[src/rtl/itc_pkg.sv]
package itc_pkg;

    localparam int TIME_W  = 32;
    localparam int UNIT_NS = 256;

    typedef enum logic [1:0] {
        SEL_MASK = 2'd0,
        SEL_ITV  = 2'd1,
        SEL_CLR  = 2'd2,
        SEL_RSVD = 2'd3
    } reg_sel_e;

    typedef struct packed {
        logic              armed;
        logic [TIME_W-1:0] due;
        logic [TIME_W-1:0] last;
    } thr_state_t;

    function automatic logic [TIME_W-1:0] units_to_cycles(
        input logic [TIME_W-1:0] units,
        input int unsigned       per_unit
    );
        return units * TIME_W'(per_unit);
    endfunction

endpackage

[src/rtl/itc_timebase.sv]
module itc_timebase
    import itc_pkg::*;
(
    input  logic              clk,
    input  logic              rst,
    output logic [TIME_W-1:0] now_o
);
    logic [TIME_W-1:0] cnt_q;

    always_ff @(posedge clk) begin
        if (rst) cnt_q <= '0;
        else     cnt_q <= cnt_q + 1'b1;
    end

    assign now_o = cnt_q;
endmodule

[src/rtl/itc_cause_filter.sv]
module itc_cause_filter #(
    parameter int CAUSE_W = 8,
    parameter int NUM_TMR = 4,
    parameter int RX_BIT  = 7,
    parameter int TX_BIT  = 0
) (
    input  logic [CAUSE_W-1:0] pulse_i,
    input  logic               urgent_i,
    input  logic [NUM_TMR-1:0] exp_i,
    input  logic [CAUSE_W-1:0] pending_i,
    output logic [CAUSE_W-1:0] accepted_o,
    output logic               urgent_o
);
    localparam int HALF = NUM_TMR / 2;

    logic [CAUSE_W-1:0] exp_bits;

    always_comb begin
        exp_bits = '0;
        for (int i = 0; i < NUM_TMR; i++) begin
            if (exp_i[i]) exp_bits[(i < HALF) ? RX_BIT : TX_BIT] = 1'b1;
        end
    end

    // urgent pulses pass even if pending; everything else only if new
    assign accepted_o = (urgent_i ? pulse_i : '0) | ((pulse_i | exp_bits) & ~pending_i);
    assign urgent_o   = urgent_i && (|pulse_i);
endmodule

[src/rtl/itc_timer_flush.sv]
module itc_timer_flush #(
    parameter int CAUSE_W = 8,
    parameter int NUM_TMR = 4,
    parameter int RX_BIT  = 7,
    parameter int TX_BIT  = 0
) (
    input  logic               clk,
    input  logic               rst,
    input  logic [NUM_TMR-1:0] run_i,
    input  logic               post_i,
    output logic [CAUSE_W-1:0] fold_o,
    output logic [NUM_TMR-1:0] cancel_o
);
    localparam int HALF = NUM_TMR / 2;

    logic rx_any;
    logic tx_any;

    assign rx_any = |run_i[HALF-1:0];
    assign tx_any = |run_i[NUM_TMR-1:HALF];

    always_comb begin
        fold_o         = '0;
        fold_o[RX_BIT] = rx_any;
        fold_o[TX_BIT] = fold_o[TX_BIT] | tx_any;
    end

    for (genvar g = 0; g < NUM_TMR; g++) begin : g_cancel
        logic stb_q;
        always_ff @(posedge clk) begin
            if (rst) stb_q <= 1'b0;
            else     stb_q <= post_i && run_i[g];
        end
        assign cancel_o[g] = stb_q;
    end
endmodule

[src/rtl/itc_throttle_ctrl.sv]
module itc_throttle_ctrl
    import itc_pkg::*;
#(
    parameter int CAUSE_W      = 8,
    parameter int NUM_TMR      = 4,
    parameter int ITV_W        = 16,
    parameter int DATA_W       = 16,
    parameter int NS_PER_CYCLE = 8,
    parameter int RX_BIT       = 7,
    parameter int TX_BIT       = 0
) (
    input  logic               clk,
    input  logic               rst,
    input  logic [CAUSE_W-1:0] cause_pulse_i,
    input  logic               cause_urgent_i,
    input  logic [NUM_TMR-1:0] tmr_exp_i,
    input  logic [NUM_TMR-1:0] tmr_run_i,
    input  logic               reg_wr_i,
    input  logic [1:0]         reg_addr_i,
    input  logic [DATA_W-1:0]  reg_wdata_i,
    input  logic               cause_rd_i,
    output logic               irq_o,
    output logic [CAUSE_W:0]   cause_o,
    output logic [NUM_TMR-1:0] tmr_cancel_o
);
    localparam int CYC_PER_UNIT = UNIT_NS / NS_PER_CYCLE;
    localparam int FLAG         = CAUSE_W;

    logic [CAUSE_W:0]   cause_q, cause_n, cleared;
    logic [CAUSE_W-1:0] mask_q, mask_n;
    logic [ITV_W-1:0]   itv_q, itv_n;
    thr_state_t         thr_q, thr_n;
    logic [TIME_W-1:0]  now, itv_cyc, elapsed;
    logic [CAUSE_W-1:0] accepted, fold;
    logic               urg, want, post_go;
    logic               wr_mask, wr_itv, wr_clr;
    reg_sel_e           sel;

    assign sel     = reg_sel_e'(reg_addr_i);
    assign wr_mask = reg_wr_i && (sel == SEL_MASK);
    assign wr_itv  = reg_wr_i && (sel == SEL_ITV);
    assign wr_clr  = reg_wr_i && (sel == SEL_CLR);

    itc_timebase u_time (.clk(clk), .rst(rst), .now_o(now));

    always_comb begin
        cleared = cause_rd_i ? '0 : cause_q;
        if (wr_clr) cleared = cleared & ~reg_wdata_i[CAUSE_W:0];
    end

    assign mask_n  = wr_mask ? reg_wdata_i[CAUSE_W-1:0] : mask_q;
    assign itv_n   = wr_itv  ? reg_wdata_i[ITV_W-1:0]   : itv_q;
    assign itv_cyc = units_to_cycles(TIME_W'(itv_n), CYC_PER_UNIT);
    assign elapsed = now - thr_q.last;

    itc_cause_filter #(
        .CAUSE_W(CAUSE_W), .NUM_TMR(NUM_TMR), .RX_BIT(RX_BIT), .TX_BIT(TX_BIT)
    ) u_filter (
        .pulse_i   (cause_pulse_i),
        .urgent_i  (cause_urgent_i),
        .exp_i     (tmr_exp_i),
        .pending_i (cleared[CAUSE_W-1:0]),
        .accepted_o(accepted),
        .urgent_o  (urg)
    );

    itc_timer_flush #(
        .CAUSE_W(CAUSE_W), .NUM_TMR(NUM_TMR), .RX_BIT(RX_BIT), .TX_BIT(TX_BIT)
    ) u_flush (
        .clk     (clk),
        .rst     (rst),
        .run_i   (tmr_run_i),
        .post_i  (post_go),
        .fold_o  (fold),
        .cancel_o(tmr_cancel_o)
    );

    always_comb begin
        cause_n = cleared;
        thr_n   = thr_q;
        want    = 1'b0;

        // deferred post reaches its deadline
        if (thr_q.armed && (now == thr_q.due)) begin
            want        = 1'b1;
            thr_n.armed = 1'b0;
        end

        // new causes: immediate or throttled
        if (|accepted) begin
            cause_n[CAUSE_W-1:0] = cause_n[CAUSE_W-1:0] | accepted;
            if ((itv_n == '0) || urg || (elapsed >= itv_cyc)) begin
                want = 1'b1;
            end else if (!thr_n.armed) begin
                thr_n.armed = 1'b1;
                thr_n.due   = thr_q.last + itv_cyc;
            end
        end

        // mask update re-evaluates the line
        if (wr_mask) begin
            if ((cause_n[CAUSE_W-1:0] & mask_n) == '0) begin
                thr_n.armed   = 1'b0;
                cause_n[FLAG] = 1'b0;
            end else if (itv_n == '0) begin
                want = 1'b1;
            end else if (!thr_n.armed) begin
                thr_n.armed = 1'b1;
                thr_n.due   = now + itv_cyc;
            end
        end

        post_go = want && ((cause_n[CAUSE_W-1:0] & mask_n) != '0);

        if (post_go) begin
            thr_n.armed          = 1'b0;
            cause_n[CAUSE_W-1:0] = cause_n[CAUSE_W-1:0] | fold;
            cause_n[FLAG]        = 1'b1;
            thr_n.last           = now;
        end
    end

    always_ff @(posedge clk) begin
        if (rst) begin
            cause_q <= '0;
            mask_q  <= '0;
            itv_q   <= '0;
            thr_q   <= '0;
        end else begin
            cause_q <= cause_n;
            mask_q  <= mask_n;
            itv_q   <= itv_n;
            thr_q   <= thr_n;
        end
    end

    assign irq_o   = cause_q[FLAG];
    assign cause_o = cause_q;
endmodule

[config.mk]
export PLATFORM = sky130hd
export DESIGN_NAME = itc_throttle_ctrl
export DESIGN_NICKNAME = d
export VERILOG_FILES = /design/src/rtl/itc_pkg.sv /design/src/rtl/itc_timebase.sv /design/src/rtl/itc_cause_filter.sv /design/src/rtl/itc_timer_flush.sv /design/src/rtl/itc_throttle_ctrl.sv
export SDC_FILE = /design/constraint.sdc
export NUM_CORES = 1
export LEC_CHECK = 0
export ABC_AREA = 1
export BUFFER_PORTS_ARGS = -buffer_cell sky130_fd_sc_hd__buf_2
export CELL_PAD_IN_SITES_DETAIL_PLACEMENT = 0
export CELL_PAD_IN_SITES_GLOBAL_PLACEMENT = 1
export CORE_MARGIN = 3
export CORE_UTILIZATION = 40
export CTS_BUF_LIST = sky130_fd_sc_hd__clkbuf_4 sky130_fd_sc_hd__clkbuf_8
export CTS_CLUSTER_DIAMETER = 30
export DETAILED_ROUTE_END_ITERATION = 6
export GPL_TIMING_DRIVEN = 0
export PLACE_DENSITY_LB_ADDON = 0.1
export SETUP_SLACK_MARGIN = 0.02
export SLEW_MARGIN = 0
export SYNTH_ARGS = -nofsm -noshare
export SYNTH_HDL_FRONTEND = slang
export SYNTH_SLANG_ARGS = --single-unit
export TNS_END_PERCENT = 20
[constraint.sdc]
create_clock -name clk -period 5.6 [get_ports clk]
set_input_delay 1.4 -clock clk [delete_from_list [all_inputs] [get_ports clk]]
set_output_delay 1.4 -clock clk [all_outputs]
set_load 0.03 [all_outputs]
# Word-level counts from Yosys, hierarchy flattened
# Index checks and enable logic that the tools add are counted.
[totals] mem_bits_ro=0 out_inout_bits=14 inputBits=39 n_memories=0 ramBits=0 elab_cells=77 ff_bits=134 latchBits=0
[classes] muxes=28 reduce_logical=21 bitwise_logic=9 n_eq_ne=3 shift=0 div=0 add_sub_neg=4 mul=0 magnitude_cmp=1
[ops] operator="$mux 33" n=4
[ops] operator="$mux 32" n=3
[ops] operator="$add 32x21->32" n=2
[ops] operator="$add 32x1->32 const B" n=1
[ops] operator="$eq 32x32->1" n=1
[ops] operator="$ge 32x21->1" n=1
[ops] operator="$or 8x8->8" n=4
[ops] operator="$sub 32x32->32" n=1
[ops] operator="$mux 9" n=3
[ops] operator="$mux 8" n=3
[ops] operator="$and 8x8->8" n=2
[ops] operator="$logic_not 16->1" n=1
[ops] operator="$mux 16" n=1
[ops] operator="$reduce_or 8->1" n=2
[ops] operator="$mux 1" n=14
[ops] operator="$logic_and 1x1->1" n=10
[ops] operator="$and 9x9->9" n=1
[ops] operator="$not 9->9" n=1
[ops] operator="$logic_not 8->1" n=1
[ops] operator="$not 8->8" n=1
[ops] operator="$reduce_bool 8->1" n=1
[ops] operator="$reduce_or 2->1" n=3
[ops] operator="$eq 2x1->1 const B" n=1
[ops] operator="$eq 2x2->1 const B" n=1
[ops] operator="other kinds (2)" n=3

# Longest topological paths before layout
# Gate-level depths: netlist of the first run.
[depth] word_depth=14 mapped_depth=30 depth_no_buf=29

# Hierarchy
# A second synthesis of the first run with hierarchy kept.
[hier_totals] hier_cells=2006 hier_area_um2=11999.0
[modules_own_cells] module="itc_throttle_ctrl" seq_area_each_um2=1961.9 area_each_um2=9975.8 n_inst=1 cells_each=1708
[modules_own_cells] module="itc_timebase" seq_area_each_um2=640.6 area_each_um2=1677.9 n_inst=1 cells_each=250
[modules_own_cells] module="itc_timer_flush" seq_area_each_um2=80.1 area_each_um2=216.5 n_inst=1 cells_each=27
[modules_own_cells] module="itc_cause_filter" seq_area_each_um2=0.0 area_each_um2=128.9 n_inst=1 cells_each=21

# Worst setup path after synthesis of the first run
# OpenSTA, ideal clock, no wires.
[synth_timing] path_kind="input -> register" from="input port reg_addr_i[1]" to="register thr_q[59] (netlist name)" arrival_ps=3901 setup_slack_ps=1635 setup_ps=64 stages=21 path_buffers=1 required_ps=5536 path_cell_list="inv_2 nand3_4 buf_6 nand2_1 o21ai_1 inv_1 ha_1 inv_1 fa_1 o21ai_0 nand3_1 nand2_1 nand3_1 nand2_1 nand3_1 nand2_1 nand2_1 nor2_1 xor2_1 nor2_1 nor2_1"
[synth_via] elab_chain_cells=12 word_cells_on_any_way=30 cone_classes="add/sub (2); order compare (1); eq/ne (2); mux (11); bitwise (5); reduce/logical (9)"
[synth_rtl] item="start, declared" line_no="itc_throttle_ctrl.sv:19" source="input logic [1:0] reg_addr_i,"
[synth_rtl] item="$eq 2x1->1 *" line_no="itc_throttle_ctrl.sv:41" source="assign wr_itv = reg_wr_i && (sel == SEL_ITV);"
[synth_rtl] item="$logic_and 1x1->1 *" line_no="itc_throttle_ctrl.sv:41"
[synth_rtl] item="$mux 16 *" line_no="itc_throttle_ctrl.sv:52" source="assign itv_n = wr_itv ? reg_wdata_i[ITV_W-1:0] : itv_q;"
[synth_rtl] item="via itv_cyc[5]" line_no="itc_throttle_ctrl.sv:33" source="logic [TIME_W-1:0] now, itv_cyc, elapsed;"
[synth_rtl] item="branches (longest 8 deep; another with $add 32x21->32)"
[synth_rtl] item="$mux 33 *" line_no="itc_throttle_ctrl.sv:101" source="if (wr_mask) begin"
[synth_rtl] item="end signal, assigned" line_no="itc_throttle_ctrl.sv:133" source="thr_q <= thr_n;"
[synth_rtl] item="end, declared" line_no="itc_throttle_ctrl.sv:32" source="thr_state_t thr_q, thr_n;"
# Mark *: on every way through the listed nets, which the timed path passes.
# A chain may end at the register's enable or synchronous reset.

# Worst setup path in the final report of the first run
[layout_timing] from="register u_time.cnt_q[0] (netlist: u_time.now_o[0])" to="register thr_q[58] (netlist name)"
[layout_via] elab_chain_cells=10 word_cells_on_any_way=14 cone_classes="add/sub (2); order compare (1); eq/ne (1); mux (8); reduce/logical (2)"
[layout_rtl] item="start, declared" line_no="itc_timebase.sv:8" source="logic [TIME_W-1:0] cnt_q;"
[layout_rtl] item="start signal, assigned" line_no="itc_timebase.sv:12" source="else cnt_q <= cnt_q + 1'b1;"
[layout_rtl] item="branches (longest 9 deep; another with $sub 32x32->32)"
[layout_rtl] item="$mux 33 *" line_no="itc_throttle_ctrl.sv:101"
# Mark *: on every way between the ends.

==> results of run 1 <==
==> final timing paths <==
kind / start / to / slack, ps / cells after the start
worst min register to register: thr_q[3] / thr_q[3] / 490 / 2
worst min-delay path: thr_q[3] / thr_q[3] / 490 / 2
worst max-delay path: u_time.now_o[0] / thr_q[58] / 430 / 26
worst max register to register: u_time.now_o[0] / thr_q[58] / 430 / 26
==> metrics by stage <==
step	cell area [um2]	instances	utilization [%]	hold slack, ps
after floorplan	11600	1932	-	438
after global placement	12300	2360	43.6	463
after detailed placement	12300	2360	43.6	472
after CTS	12700	2392	45.0	487
after global routing	12700	2392	45.0	528
final	12700	2392	45.0	489
==> sequential cells by signal, summed over array words and instances, names as in the netlist <==
name / flops
thr_q: 65
cause_o: 9
u_flush.g_cancel.stb_q: 4
u_time.now_o: 32
itv_q: 16
mask_q: 8
==> layer usage <==
| layer | up-vias | global-route usage (%) | wire length, um |
|---|---|---|---|
| met5 | - | 0 | 0 |
| met4 | 0 | 9.73 | 1630 |
| met3 | 65 | 4.04 | 2580 |
| met2 | 359 | 45.1 | 19300 |
| met1 | 5734 | 40.9 | 21200 |
| li1 | 6259 | - | - |
==> Yosys cell counts, drive strengths merged <==
library cell,number
nor3b,1
a21o,6
a21boi,1
a31oi,8
nor2,264
buf,26
o22ai,1
o31ai,1
ha,80
xnor2,19
nor3,34
o2111ai,2
a221oi,1
xor2,64
o21a,8
o21bai,2
and3,3
nand2,541
a211oi,1
a2111oi,1
nand3b,4
nand4,65
nand3,82
clkbuf,24
a31o,1
or2,10
a21oi,106
inv,317
fa,3
and2,1
o211ai,5
nor4,9
o21ai,107
dfxtp,134
==> layout make-up <==
| type | instances | area [um2] |
|---|---|---|
| fill | 3114 | 15500 |
| multi-input combinational | 1431 | 7430 |
| sequential | 134 | 2680 |
| inverter | 317 | 1190 |
| tap | 378 | 473 |
| buffer | 50 | 264 |
| timing repair buffer | 50 | 250 |
| clock buffer | 18 | 248 |
| clock inverter | 14 | 141 |
==> logic make-up (layout without fill, tap and decap cells) <==
logic type	Yosys count	in the layout	synth area share, %
buffers and inverters	367	449	12.6
flip-flops	134	134	23.2
adder cells (fa/ha/maj)	83	83	9.17
XOR/XNOR	83	83	6.28
AO/OA/AOI/OAI	251	251	11.8
AND/OR/NAND/NOR	1014	1014	36.9
==> worst max-delay path: stages (launching register included) <==
cell      delay, ps
dfxtp_1         410
inv_1           120
ha_1            220
fa_1            420
inv_1           120
nand3_1          90
nand2_1         160
nand2_1          70
nand2_1         160
nand2_1          70
nand2_1         120
xor2_1          320
ha_1            300
nand2_1          80
nor2_1           60
nand4_1          90
nor2_1           50
nor2_1           90
nand2_1          70
a21oi_1         130
nor2_1          100
nor2_2          570
nand4_2         360
clkbuf_1        380
a21oi_1         390
nor2_1           80
nor2_1           80
==> report_power, final <==
group	internal [mW]	total, mW	switching [mW]
Sequential	1.02	1.06	0.0460
Clock	0.374	0.841	0.466
Combinational	0.368	1.16	0.793
Total	1.76	3.06	1.31
==> summary.md, run 1 <==
| Metric | Value |
|---|---|
| Commonest cells after routing, fill and taps aside | 539 x nand2_1, 315 x inv_1, 256 x nor2_1 |
| Worst VDD drop | around 140 uV |
| Post-synthesis register bit count | between 100 and 150 |
| Layout Skew | around 22 ps |
| Fraction of layout cells with a size suffix above 1 | 6.95% |
| RSZ-0062 raised after global routing | no |
| GRT Residual Overflow | 0 |
| Post-DP HPWL | about 37 mm |
| Clk_lat worst skew | 470 ps |
| First-pass GRT wire length | roughly 68 mm |
| Hold buffers post-CTS | 0 |
| Die ar. | around 31000 um2 |
| NumNets Final | 2123 |
| Pin count of the biggest net entering global routing | 17 |
| Rows | 61 |
| Syn_area_per_cell | 5.99 um2 |
| Crit path kind | register to register |
| Clock tree buffer depth | 2 |
| Synth-to-Final Area Change | 9.61% |
| Core area | approximately 28000 um2 |
| Hold Vio Cnt, Final | 0 |
| Fin worst setup slack | between 400 and 500 ps |
| I/O pin cnt | 53 |
| Number of global-route vias before repair | 11.5k |
| Max_cap viols | 0 |
| Yosys cell types | 49 |
| Initial antenna violation count | 0 |
| CP Launch Type | register |
| Global Route Usage Sum | 28.9% |
| Clock transition at the registers of the reported paths | ~100 ps |
| Post-synthesis sequential area ratio | around 23% |
| First-pass DRT Iterations | 6 |
| Status | finished clean |
| Syn Nets | 2054 |
| Worst setup EP type | register |
| Post-route ant nets | 0 |
| Most common cell after layout, fill and taps aside | nand2_1 |
| Rel. slew slack | 37.6% |
| Die W | around 180 um |
| CP Data Arrival Time | 5580 ps |
| Clock H-tree levels | 4 |
| Via count | ~12k |
| Detailed Route WL | 44.7 mm |
| Synth Instances | 1932 |
| WP data required | between 6000 and 7000 ps |
| Final Power | 3.06 mW |
| Synth area leader | dfxtp_1 |
| WL/cell | 18.7 um |
| DRC | 0 |
| Post-CTS Resized | 0 |
| Worst slew pin tran | ~940 ps |
| Leakage power | 6.54 nW |
| Placer Congestion | 0.928 |
| Synth warn | 0 |
| Pre-CTS WS | approximately 160 ps |
| Diodes inserted | 0 |
| Final min period | between 5000 and 6000 ps |
| DRT iter0 DRCs | ~1.2k |
| Slew Limit Fails | 0 |
| CTS tree | built |
| Post-Route Setup TNS | 0 ps |
| Clk sink count | between 100 and 150 |
| Clock root buffer | clkbuf_8 |
| CTS buffer count | 17 |
| Mapped cell area | ~12000 um2 |
| F_max | slightly below 200 MHz |
| Initial core utilization | between 40% and 50% |
| Chip height | roughly 180 um |
| Top-area cell type share of the netlist area | 23.2% |
| Final setup viols | 0 |
| Vias per inst | just over 5 |
| # Post-CTS Setup Buffers | 0 |
| Worst hold path class | register to register |
| Maximum fanout along the worst path | 10 |
| Tcrit/Tclk final | between 90% and 100% |
| Pwr per Cell Area | about 240 nW/um2 |
| Area contributors post-synth | dfxtp_1 23%, nand2_1 17%, inv_1 10% |
| Port bufs | 50 |
Power figures use the tool's default switching activity.
==> inputs of run 2 (changes only) <==
--- a/config.mk
+++ b/config.mk
@@ -5,7 +5,6 @@
 export SDC_FILE = /design/constraint.sdc
 export NUM_CORES = 1
 export LEC_CHECK = 0
-export ABC_AREA = 1
 export BUFFER_PORTS_ARGS = -buffer_cell sky130_fd_sc_hd__buf_2
 export CELL_PAD_IN_SITES_DETAIL_PLACEMENT = 0
 export CELL_PAD_IN_SITES_GLOBAL_PLACEMENT = 1
==> run 2 against run 1 <==
Against the previous run: clock skew decreased by 5.3 ps; largest cell class unchanged; largest power group is now sequential cells; power decreased by 19%; core utilization increased by 2.9 points.
==> summary.md, run 2 <==
| Metric | Value |
|---|---|
| Clock transition at the registers of the reported paths | about 90 ps |
| Syn Nets | between 1k and 1.5k |
| CTS buffer count | 17 |
| Synth cell count leaders | 134 x dfxtp_1, 113 x a21oi_1, 104 x nor2_1 |
| Vias per inst | 5.65 |
| Leakage power | 5.00 nW |
| Area after DPL | 10900 um2 |
| Pre-CTS WS | -1300 ps |
| P_sw | approximately 0.86 mW |
| Initial antenna violation count | 0 |
| Hold Vio Cnt, Final | 0 |
| CTS tree | built |
| Fraction of layout cells with a size suffix above 1 | roughly 14% |
| GRT Residual Overflow | 0 |
| WP data required | 5980 ps |
| Synth warn | 0 |
| Final Power | ~2.5 mW |
| Via count | between 9k and 10k |
| Worst slew pin tran | 960 ps |
| Global Route Usage Sum | 24.7% |
| Worst hold path class | register to register |
| DRT iter0 DRCs | 780 |
| Worst VDD drop | 116 uV |
| Syn_area_per_cell | 7.91 um2 |
| Final min period | ~5400 ps |
| Top-area cell type share of the netlist area | between 20% and 30% |
| Design area | roughly 12000 um2 |
| Port bufs | 51 |
| Yosys cell types | 78 |
| CP Data Arrival Time | 5810 ps |
| Slew Limit Fails | 0 |
| Critical path cell sequence | ha_4 > nor2b_4 > o31a_1 > o211ai_1 > buf_4 > nand2b_1 > a21o_1 > a21o_1 > a21oi_2 > xnor2_1 > ha_1 > nand4_1 > a21oi_2 > o31ai_2 > nand3_1 > o221a_2 > nor4_1 > or4b_4 > nor4_4 > and3_4 > buf_12 > buf_6 > o31ai_1 > a21oi_1 |
| Reg-to-Reg Start | u_time.now_o[1] |
| CP Launch Type | register |
| Worst Min Path Start | u_time.now_o[0] |
| Worst Setup SP | u_time.now_o[1] |
| Pwr per Cell Area | roughly 210 nW/um2 |
| NumNets Final | 1505 |
| Clock tree buffer depth | 2 |
| Area contributors post-synth | dfxtp_1 26%, ha_1 9.8%, xnor2_1 7.5% |
| Slowest-stage cell, CP | or4b_4 |
| Clk sink count | between 100 and 150 |
| Number of global-route vias before repair | 9333 |
| Switching Fraction | approximately a third |
| Maximum fanout along the worst path | 10 |
| I/O pin cnt | 53 |
| Combinational share of power | approximately 28% |
| Fin worst setup slack | around 180 ps |
| Hold buffers post-CTS | 0 |
| F_max | approximately 180 MHz |
| Post-Route Setup TNS | 0 ps |
| Rows | 57 |
| Synth Instances | 1291 |
| Layout Skew | about 17 ps |
| Max incr delay on CP | between 500 and 600 ps |
| Placer Congestion | 0.914 |
| Clock root buffer | clkbuf_8 |
| Biggest register | thr_q |
| Synth-to-Final Area Change | 15.8% |
| Core area | between 20000 and 25000 um2 |
| Commonest cells after routing, fill and taps aside | 117 x dfxtp_1, 108 x a21oi_1, 103 x nor2_1 |
| Post-synthesis register bit count | around 130 |
| Die W | 166 um |
| Final setup viols | 0 |
| P_int | around 1.6 mW |
| Diodes inserted | 0 |
| RSZ-0062 raised after global routing | yes |
| Die ar. | about 27000 um2 |
| Clock H-tree levels | 4 |
| First-pass DRT Iterations | 5 |
| Max_cap viols | 0 |
| Post-DP HPWL | 27.3 mm |
| Detailed Route WL | about 35 mm |
| Mapped cell area | 10200 um2 |
| Tcrit/Tclk final | just under 100% |
| Crit path kind | register to register |
| Largest register FFs | 65 |
| Fill count | between 2k and 3k |
| Most common cell after layout, fill and taps aside | dfxtp_1 |
| Initial core utilization | around 41% |
| EDFF count, synth | 0 |
| Cell family with most CP delay | compound AO/OA/AOI/OAI gates |
| First-pass GRT wire length | between 50 and 60 mm |
| Worst setup EP type | register |
| Post-synthesis sequential area ratio | a little over a quarter |
| Async SR Flop Fraction | 0% |
| DRC | 0 |
| Most common cell in the netlist | dfxtp_1 |
| WL/cell | between 20 and 25 um |
| Post-route ant nets | 0 |
| Main synth FF type | dfxtp_1 |
| Clk_lat worst skew | approximately 460 ps |
| Status | finished clean |
| Synth area leader | dfxtp_1 |
| Chip height | 166 um |
| Buffers plus inverters on the worst setup path | 3 |
| Pin count of the biggest net entering global routing | 17 |
| Rel. slew slack | a little over a third |
| Clock share of power | a little under a third |
| Reg power frac | about 40% |
==> run 2: final timing paths <==
| kind | end | slack (ps) | depth (start not counted) |
|---|---|---|---|
| worst max register to register | thr_q[51] | 180 | 24 |
| worst min-delay path | u_time.now_o[0] | 430 | 1 |
| worst max-delay path | thr_q[51] | 180 | 24 |
| worst min register to register | u_time.now_o[0] | 430 | 1 |
==> run 2: power by group through the flow <==
stage                     clock, mW  combinational [mW]  sequential, mW
after floorplan                   0               0.424            1.02
after global placement            0               0.608            1.02
after detailed placement          0               0.610            1.02
after CTS                     0.814               0.654           0.996
after global routing          0.847               0.770           0.995
final                         0.794               0.709           0.992
==> run 2: logic make-up (layout without fill, tap and decap cells) <==
family	Yosys count	in the layout	synth area share (%)
flops	134	134	26.3
fa+ha+maj	83	83	10.4
xor+xnor	115	115	9.86
simple gates	425	425	21.5
compound gates	343	343	20.9
mux	58	58	5.71
buf+inv	133	237	5.42
==> run 2: layer usage <==
metal	GRT usage, %	share of wire (%)	vias to the layer above
li1	-	-	4873
met1	36.3	50	4568
met2	38.6	44	232
met3	3.07	4.4	31
met4	5.86	1.6	0
met5	0	0	-
==> run 2: stage by stage <==
stage / cells / util, % / hold WS [ps]
2_1_floorplan: 1291 / - / 448
3_3_place_gp: 1666 / 44.1 / 453
3_5_place_dp: 1666 / 44.1 / 458
4_1_cts: 1707 / 46.5 / 470
5_1_grt: 1719 / 47.9 / 437
6_report: 1719 / 47.9 / 428
==> run 2: cell type report <==
type	instances	area, um2	area share (%)
multi-input cells	1024	7220	61.1
flip-flops and latches	134	2720	23.0
repair buffers	74	485	4.11
well taps	324	405	3.43
plain buffers	70	389	3.29
clock buffers	19	262	2.21
inverters	62	233	1.97
clock inverters	12	106	0.899
==> run 2: what timing repair did <==
| item | CTS | global route |
|---|---|---|
| setup endpoints to repair | 72 | 71 |
| setup buffers | 10 | 11 |
| resized for setup | 37 | 69 |
| cloned | 1 | 1 |
| pin swaps | 11 | 29 |
